**src/rtl/sst_pkg.sv**
```systemverilog
package sst_pkg;
  localparam int LONG_W  = 4;
  localparam int SHORT_W = 3;

  typedef struct packed {
    logic [LONG_W-1:0]  rdCyc;
    logic [LONG_W-1:0]  wrCyc;
    logic [SHORT_W-1:0] oeDly;
    logic [SHORT_W-1:0] wePls;
    logic [SHORT_W-1:0] pgCyc;
    logic [SHORT_W-1:0] turnCyc;
  } timing_t;

  localparam int CFG_W = $bits(timing_t);

  localparam timing_t SLOW_SET = '{rdCyc: '1, wrCyc: '1, oeDly: '1,
                                   wePls: '1, pgCyc: '1, turnCyc: '1};

  // strobes from the control FSM to the datapath
  typedef struct packed {
    logic loadStage;
    logic applyCfg;
    logic startCyc;
    logic clrCnt;
    logic inActive;
    logic inTurn;
  } ctlStrobe_t;
endpackage

```
**src/rtl/sst_ctrl.sv**
```systemverilog
module sst_ctrl import sst_pkg::*; (
  input  logic       clk,
  input  logic       rstN,
  input  logic       reqStart,
  input  logic       cfgWrite,
  input  logic       updCmd,
  input  logic       cycEnd,
  input  logic       turnEnd,
  output ctlStrobe_t ctl,
  output logic       busy,
  output logic       done
);
  typedef enum logic [1:0] {S_IDLE, S_ACT, S_TURN} state_t;
  state_t state, nextState;
  logic   updPending;

  always_comb begin
    ctl           = '0;
    ctl.loadStage = cfgWrite;
    ctl.inActive  = (state == S_ACT);
    ctl.inTurn    = (state == S_TURN);
    ctl.applyCfg  = (state == S_IDLE) && (updCmd || updPending);
    ctl.startCyc  = (state == S_IDLE) && reqStart;
    ctl.clrCnt    = ctl.startCyc || (ctl.inActive && cycEnd) || (ctl.inTurn && turnEnd);
  end

  always_comb begin
    nextState = state;
    unique case (state)
      S_IDLE:  if (reqStart) nextState = S_ACT;
      S_ACT:   if (cycEnd)   nextState = S_TURN;
      S_TURN:  if (turnEnd)  nextState = S_IDLE;
      default: nextState = S_IDLE;
    endcase
  end

  always_ff @(posedge clk or negedge rstN) begin
    if (!rstN) begin
      state      <= S_IDLE;
      updPending <= 1'b0;
    end else begin
      state <= nextState;
      if (ctl.applyCfg)  updPending <= 1'b0;
      else if (updCmd)   updPending <= 1'b1;
    end
  end

  assign busy = (state != S_IDLE);
  assign done = ctl.inActive && cycEnd;
endmodule

```
**src/rtl/sst_datapath.sv**
```systemverilog
module sst_datapath import sst_pkg::*; #(
  parameter int MIN_RD        = 2,
  parameter int MIN_WR        = 3,
  parameter int RD_MARGIN     = 1,
  parameter int WR_MARGIN_SEP = 2,
  parameter int WR_MARGIN_MUX = 3
) (
  input  logic               clk,
  input  logic               rstN,
  input  ctlStrobe_t         ctl,
  input  timing_t            cfgIn,
  input  logic               reqWrite,
  input  logic               muxMode,
  output logic               cycEnd,
  output logic               turnEnd,
  output logic               ceN,
  output logic               oeN,
  output logic               weN,
  output logic               cfgErr,
  output logic [SHORT_W-1:0] pageTime,
  output timing_t            activeCfg
);
  localparam int CNT_W = LONG_W + 2;

  timing_t            stageCfg;
  logic [CNT_W-1:0]   cnt;
  logic               cycWr, cycMux;
  int                 wrMargin;
  logic               codesOk, orderOk;
  logic [LONG_W-1:0]  cycLen;
  logic [SHORT_W:0]   weEff;
  logic [CNT_W-1:0]   lastCnt, turnLast, oeStart, weStop;

  // legality of the staged set, judged in the mode in force at apply time
  assign wrMargin = muxMode ? WR_MARGIN_MUX : WR_MARGIN_SEP;
  assign codesOk  = (int'(stageCfg.rdCyc) >= MIN_RD) && (int'(stageCfg.wrCyc) >= MIN_WR) &&
                    (stageCfg.oeDly != '0) && (stageCfg.wePls != '0) &&
                    (stageCfg.pgCyc != '0) && (stageCfg.turnCyc != '0);
  assign orderOk  = (int'(stageCfg.oeDly) + RD_MARGIN <= int'(stageCfg.rdCyc)) &&
                    (int'(stageCfg.wePls) + wrMargin  <= int'(stageCfg.wrCyc));

  always_ff @(posedge clk or negedge rstN) begin
    if (!rstN) begin
      stageCfg  <= SLOW_SET;
      activeCfg <= SLOW_SET;
      cfgErr    <= 1'b0;
      cnt       <= '0;
      cycWr     <= 1'b0;
      cycMux    <= 1'b0;
    end else begin
      if (ctl.loadStage) stageCfg <= cfgIn;
      if (ctl.applyCfg) begin
        if (codesOk && orderOk) begin
          activeCfg <= stageCfg;
          cfgErr    <= 1'b0;
        end else begin
          cfgErr    <= 1'b1;
        end
      end
      if (ctl.startCyc) begin
        cycWr  <= reqWrite;
        cycMux <= muxMode;
      end
      if (ctl.clrCnt)                       cnt <= '0;
      else if (ctl.inActive || ctl.inTurn)  cnt <= cnt + 1'b1;
    end
  end

  // every length is counted in system clocks, two per base clock
  assign cycLen   = cycWr ? activeCfg.wrCyc : activeCfg.rdCyc;
  assign lastCnt  = CNT_W'({cycLen, 1'b0}) - CNT_W'(1);
  assign turnLast = CNT_W'({activeCfg.turnCyc, 1'b0}) - CNT_W'(1);
  assign oeStart  = CNT_W'({activeCfg.oeDly, 1'b0});
  assign weEff    = {1'b0, activeCfg.wePls} + {{SHORT_W{1'b0}}, cycMux};
  assign weStop   = CNT_W'({weEff, 1'b0}) + CNT_W'(2);

  assign cycEnd   = (cnt == lastCnt);
  assign turnEnd  = (cnt == turnLast);

  assign ceN = !ctl.inActive;
  assign oeN = !(ctl.inActive && !cycWr && (cnt >= oeStart));
  assign weN = !(ctl.inActive && cycWr && (cnt >= CNT_W'(2)) && (cnt < weStop));

  assign pageTime = muxMode ? '0 : activeCfg.pgCyc;
endmodule

```
**src/rtl/sram_strobe_timer.sv**
```systemverilog
module sram_strobe_timer import sst_pkg::*; #(
  parameter int MIN_RD        = 2,
  parameter int MIN_WR        = 3,
  parameter int RD_MARGIN     = 1,
  parameter int WR_MARGIN_SEP = 2,
  parameter int WR_MARGIN_MUX = 3
) (
  input  logic               clk,
  input  logic               rstN,
  input  logic [CFG_W-1:0]   cfgData,
  input  logic               cfgWrite,
  input  logic               updCmd,
  input  logic               muxMode,
  input  logic               reqStart,
  input  logic               reqWrite,
  output logic               ceN,
  output logic               oeN,
  output logic               weN,
  output logic               done,
  output logic               busy,
  output logic               cfgErr,
  output logic [SHORT_W-1:0] pageTime
);
  ctlStrobe_t ctl;
  logic       cycEnd, turnEnd;
  timing_t    activeCfg;

  sst_ctrl u_ctrl (
    .clk(clk), .rstN(rstN), .reqStart(reqStart), .cfgWrite(cfgWrite),
    .updCmd(updCmd), .cycEnd(cycEnd), .turnEnd(turnEnd),
    .ctl(ctl), .busy(busy), .done(done)
  );

  sst_datapath #(
    .MIN_RD(MIN_RD), .MIN_WR(MIN_WR), .RD_MARGIN(RD_MARGIN),
    .WR_MARGIN_SEP(WR_MARGIN_SEP), .WR_MARGIN_MUX(WR_MARGIN_MUX)
  ) u_dp (
    .clk(clk), .rstN(rstN), .ctl(ctl), .cfgIn(timing_t'(cfgData)),
    .reqWrite(reqWrite), .muxMode(muxMode), .cycEnd(cycEnd), .turnEnd(turnEnd),
    .ceN(ceN), .oeN(oeN), .weN(weN), .cfgErr(cfgErr), .pageTime(pageTime),
    .activeCfg(activeCfg)
  );
endmodule

```
**config.mk**
```make
export PLATFORM = sky130hd
export DESIGN_NAME = sram_strobe_timer
export DESIGN_NICKNAME = d
export VERILOG_FILES = /design/src/rtl/sst_pkg.sv /design/src/rtl/sst_ctrl.sv /design/src/rtl/sst_datapath.sv /design/src/rtl/sram_strobe_timer.sv
export SDC_FILE = /design/constraint.sdc
export NUM_CORES = 1
export LEC_CHECK = 0
export BUFFER_PORTS_ARGS = -buffer_cell sky130_fd_sc_hd__buf_2
export CORE_MARGIN = 10
export CORE_UTILIZATION = 45
export CTS_CLUSTER_DIAMETER = 120
export DETAILED_ROUTE_END_ITERATION = 10
export PLACE_DENSITY_LB_ADDON = 0.12
export SLEW_MARGIN = 20
export SYNTH_ARGS = -nofsm -noshare
export SYNTH_HDL_FRONTEND = slang
export SYNTH_SLANG_ARGS = --single-unit
```
**constraint.sdc**
```tcl
create_clock -name clk -period 5.7 [get_ports clk]
set_input_delay 0.285 -clock clk [delete_from_list [all_inputs] [get_ports clk]]
set_output_delay 0.285 -clock clk [all_outputs]
set_load 0.03 [all_outputs]
```
### Yosys cells after proc, flatten, opt, wreduce, memory -nomap -nowiden

Cells that the tools add are included.

* register bits after elaboration: 52
* input port bits: 27
* output and inout bits: 9
* word-level logic and storage cells: 85

* $add $sub $neg: 7
* order comparisons: 7
* equality and inequality tests: 7
* multiplexer cells: 12
* reduce and logical (&&, ||, !) cells: 34

Operator list (number)
* less-or-equal comparator 32 x 5 -> 1 bit: 2
* adder 4 x 32 -> 32 bit: 1
* logical AND 1 bit: 16
* == test 6 bit: 2
* two-way mux 6 bit: 2
* nonzero test 3 bit: 4
* greater-or-equal comparator 4 x 2 -> 1 bit, second input constant: 2
* adder 5 x 2 -> 6 bit, second input constant: 1
* adder 6 x 1 -> 6 bit, second input constant: 1
* greater-or-equal comparator 6 x 2 -> 1 bit, second input constant: 1
* greater-or-equal comparator 6 x 4 -> 1 bit: 1
* < comparator 6 bit: 1
* two-way mux 2 bit: 3
* inequality test 2 bit, second input constant: 3
* case mux 2 bit (3 select lines): 1
* nonzero test 2 bit: 3
* subtractor 5 x 1 -> 6 bit, second input constant: 1
* subtractor 4 x 1 -> 5 bit, second input constant: 1
* adder 3 x 1 -> 4 bit: 1
* adder 3 x 1 -> 4 bit, second input constant: 1
* logical NOT 1 bit: 4
* logical OR 1 bit: 4
* two-way mux 1 bit: 4
* two-way mux 4 bit: 1
* other kinds (6): 6

### Logic depth before layout (Yosys ltp)

* word-level depth: 8
* gate-level depth with buffers: 12
* mapped depth without buffers: 11

### By module

From an unflattened synthesis, not the netlist that was laid out.

* cells, all modules: 372
* area, all modules: 3489.6 µm²

By module, submodules not included
* sst_datapath: times used 1, cells an instance 352, area an instance 3316.9 µm²
* sst_ctrl: times used 1, cells an instance 20, area an instance 172.7 µm²

### Least setup slack after synthesis

OpenSTA, ideal clock, no wires.

* kind: reg-to-reg
* start point: reg u_dp.stageCfg[6] in the netlist's numbering
* end point: reg, netlist name u_dp.activeCfg[0]
* arrival: 2.520 ns
* data required time: 5.618 ns
* setup slack: 3.097 ns
* cell stages (with the launch flop): 13
* path buffers: 1
* clock period less this slack: 2.603 ns
* cell sequence: dfstp_2 ha_1 inv_1 ha_1 inv_1 ha_1 nor2b_1 o21a_1 o21a_1 o21ai_0 nand4_1 buf_1 mux2_2

* longest elaborated chain between the ends: 6
* elaborated cells on any way between the ends: 9

RTL lines
* start: declaration: RTL line sst_datapath.sv:25 `timing_t stageCfg;`
* start signal: assignment: RTL line sst_datapath.sv:51 `if (ctl.loadStage) stageCfg <= cfgIn;`
* parallel branches: the longest is 4 deep, another holds adder 4 x 32 -> 32 bit
* logical AND 1 bit (*): RTL line sst_datapath.sv:53 `if (codesOk && orderOk) begin`
* AND reduction 2 bit (no source line) (*)

Every way passes the cells marked *.
A chain may end at the register's enable or synchronous reset.

### Final worst setup path

* start point: reg u_dp.stageCfg[6] in the netlist's numbering
* end point: reg, netlist name u_dp.activeCfg[7]

* longest elaborated chain between the ends: 6
* elaborated cells on any way between the ends: 9

RTL lines (RTL line)
* parallel branches: the longest is 4 deep, another holds adder 4 x 32 -> 32 bit
* logical AND 1 bit (*): sst_datapath.sv:53
* AND reduction 2 bit (no source line) (*)

Marks and branches as above.

==> results.toml <==
[run_status]
status = "complete, no violations"

[clock_tree]
cts.path.max_buffers = 2
cts_hold_buf = 0
h-tree-depth = 2
cts.reportedPaths.clkPinSlew_ns = 0.10
cts_resized = 0
clk_latency_ns = 0.31
cts.sinks = 52
cts_tree = "built"
numCtsBuffers = 5
clockRootBuffer = "clkbuf_8"
cts_setup_buffers = 0

[drt]
wirelength_um = 5970
first_pass_iters = 4
drc_errors = 0
drtIter0Drc = 66
wl_per_cell_um = 15.5
num_vias = 1993
ant_nets = 0
vias_per_cell = 5.18

[place]
numPortBuffers = 35
place_hpwl_um = 4540
globalplace.congestion = 0.734

[global_route]
grt_usage_pct = 12.4
grt_pass1_wl_um = 10100
first_global_vias = 2082
antenna_found_initial = 0
grt_max_degree = 53
grt-ovfl-total = 0

[critical_path]
cp_slowest_stage_delay_ns = 0.58
critPathRequiredTime_ns = 5.94
cp_max_fo = 12
r2r_start = "u_dp.stageCfg[6]$_DFFE_PN1P_"
cp.arrival_ns = 3.38
critical_path.cell_chain = "ha_1, inv_1, ha_1, inv_1, ha_1, nor2b_1, o21a_1, o21a_1, o21ai_0, nand4_1, buf_6, mux2_2"
cp-endpoint = "u_dp.activeCfg[7]$_DFFE_PN1P_"
crit_path_frequent_cell = "ha_1"
worstSetupEndpointType = "flip-flop"
r2r_slack_ns = 2.56
crit_type = "reg2reg"
crit_slowest_cell = "dfstp_2"
reg2regPathDepth = 12
worstReg2RegEnd = "u_dp.activeCfg[7]$_DFFE_PN1P_"
worstSetupStartpointType = "flip-flop"
critPathLaunch = "u_dp.stageCfg[6]$_DFFE_PN1P_"

[die]
rows = 29
dieArea_um2 = 10400
core_area_um2 = 6420
die_w_um = 102
initial_core_util_pct = 46.8
die_h_um = 102
io-pin-count = 36

[final_layout]
nFillCells = 619
fin_nets = 364
syn_to_final_growth_pct = 11.1
layout-drive-gt1-share_pct = 39.3
diodes = 0

[power_and_ir_drop]
p_leak_nw = 1.53
finalPower_mw = 1.61
power.density_nw_per_um2 = 481
ir_drop_mv = 0.182

[yosys]
syn_area_um2 = 3010
synth_cell_type_count = 35
syn_nets = 329
avgSynthCellArea_um2 = 11.1
synth_seq_cells = 52
synth_warnings = 0
syn_inst = 272
seq_area_frac_synth_pct = 44.9

[sta]
post-route-min-period_ns = 3.14
clock.fmax_mhz = 319
fin_tns_setup_ns = 0
slew_viol_final = 0
slew_headroom_pct = 56.5
skew_ns = 0.00806
rsz0062_at_grt = "no"
period_share_pct = 55.0
hold_ws_ns = 0.0694
worstMarginPinSlew_ns = 0.653
finalSetupViolations = 0
hold_violations = 0

[min_path]
hold_path.class = "in2async"

[flow_run]
maxCapViolations = 0
-- layout make-up --
cell class / count / area, µm² / area share (%)
inverter: 26 / 97.6 / 2.92
tap: 77 / 96.3 / 2.88
clock inverter: 2 / 15.0 / 0.449
timing repair buffer: 37 / 194 / 5.80
clock buffer: 6 / 72.6 / 2.17
multi-input combinational: 185 / 1520 / 45.3
sequential: 52 / 1350 / 40.4
-- cell usage after synthesis --
master	instances	share of area, %
buf_2	2	0.33
or4_4	1	0.37
and3_1	1	0.21
a21oi_1	2	0.33
or2_2	1	0.21
xnor2_1	12	3.5
clkbuf_1	4	0.50
buf_1	2	0.25
nor3_1	8	1.3
nor3b_1	2	0.50
nor4_1	1	0.21
nor2b_1	8	1.7
mux2i_1	7	2.3
a211oi_1	2	0.50
o21ai_1	2	0.33
o21ai_0	16	2.7
o221ai_1	1	0.29
a21o_1	1	0.25
a311oi_1	1	0.29
a222oi_1	1	0.33
mux2_2	34	13
dfstp_2	40	35
dfrtp_1	12	10
nand3_1	2	0.33
o22a_1	1	0.29
nor2_1	12	1.5
o21a_1	6	1.5
ha_1	30	12
nand2b_1	1	0.21
inv_1	26	3.2
nand2_1	16	2.0
buf_6	1	0.37
xor2_1	8	2.3
nand4_1	7	1.5
or3_2	1	0.25
-- worst max-delay path, delay by kind of cell, from the launching register on --
family,cells,cell delay [ns]
fa+ha+maj,3,0.72
simple gates,2,0.60
flops,1,0.58
compound gates,3,0.48
buf+inv,3,0.43
mux,1,0.27
-- per-layer routing --
| layer | wire [µm] | track usage [%] |
|---|---|---|
| met5 | 0 | 0 |
| met3 | 223 | 3.27 |
| met2 | 2750 | 18.9 |
| met4 | 93 | 4.40 |
| met1 | 2900 | 16.4 |
-- worst min path at each step --
stage / endpoint / slack [ns] / cells past startpoint
2_1_floorplan: u_ctrl.state[0]$_DFFE_PN0P_ / -0.01 / 0
3_3_place_gp: u_ctrl.state[0]$_DFFE_PN0P_ / 0.44 / 2
3_5_place_dp: u_ctrl.state[0]$_DFFE_PN0P_ / 0.44 / 2
4_1_cts: u_ctrl.state[0]$_DFFE_PN0P_ / 0.11 / 2
5_1_grt: u_ctrl.state[0]$_DFFE_PN0P_ / 0.12 / 2
6_report: u_ctrl.state[0]$_DFFE_PN0P_ / 0.07 / 2
-- cell usage in the layout (no fill, tap or decap) --
master     n
clkbuf_1   1
or2_2      1
nand3_1    2
inv_1     26
o21ai_0   16
dfrtp_1   12
nor3b_1    2
a21o_1     1
o21a_1     6
ha_1      30
a222oi_1   1
nor3_1     8
nor4_1     1
nor2b_1    8
nor2_1    12
xnor2_1   12
mux2_2    34
buf_6      1
dfstp_2   40
xor2_1     8
a311oi_1   1
inv_4      1
buf_4      1
mux2i_1    7
or3_2      1
clkbuf_8   5
clkinv_4   1
nand4_1    7
o221ai_1   1
o22a_1     1
buf_2     35
nand2_1   16
and3_1     1
nand2b_1   1
a21oi_1    2
a211oi_1   2
or4_4      1
o21ai_1    2
-- power by group --
group	total [mW]	switching [mW]	internal, mW
Combinational	0.723	0.357	0.366
Clock	0.217	0.129	0.0881
Sequential	0.667	0.122	0.544
Total	1.61	0.608	0.998
-- registers in the layout, indices dropped and copies added, names as in the netlist --
signal / flops
u_dp.activeCfg: 20
u_dp.stageCfg: 20
u_dp.cnt: 6
u_ctrl.state: 2
u_ctrl.updPending: 1
u_dp.cfgErr: 1
u_dp.cycMux: 1
u_dp.cycWr: 1
-- metrics by stage --
step / worst slack, ns / util [%] / cell area [µm²] / cells
final: 2.56 / 52.0 / 3340 / 385
after global placement: 2.11 / 50.5 / 3240 / 376
after detailed placement: 2.10 / 50.5 / 3240 / 376
after global routing: 2.30 / 52.0 / 3340 / 385
after CTS: 2.07 / 51.9 / 3330 / 384
after floorplan: 3.10 / - / 3010 / 272
-- cells by family after synthesis --
family | count (synthesis) | share of synthesized area (%)
AO/OA/AOI/OAI | 33 | 6.78
adder cells (fa/ha/maj) | 30 | 12.5
XOR/XNOR | 20 | 5.82
AND/OR/NAND/NOR | 61 | 10.2
buffers and inverters | 35 | 4.70
multiplexers | 41 | 15.1
flip-flops | 52 | 44.9
(Power assumes the default switching activity.)
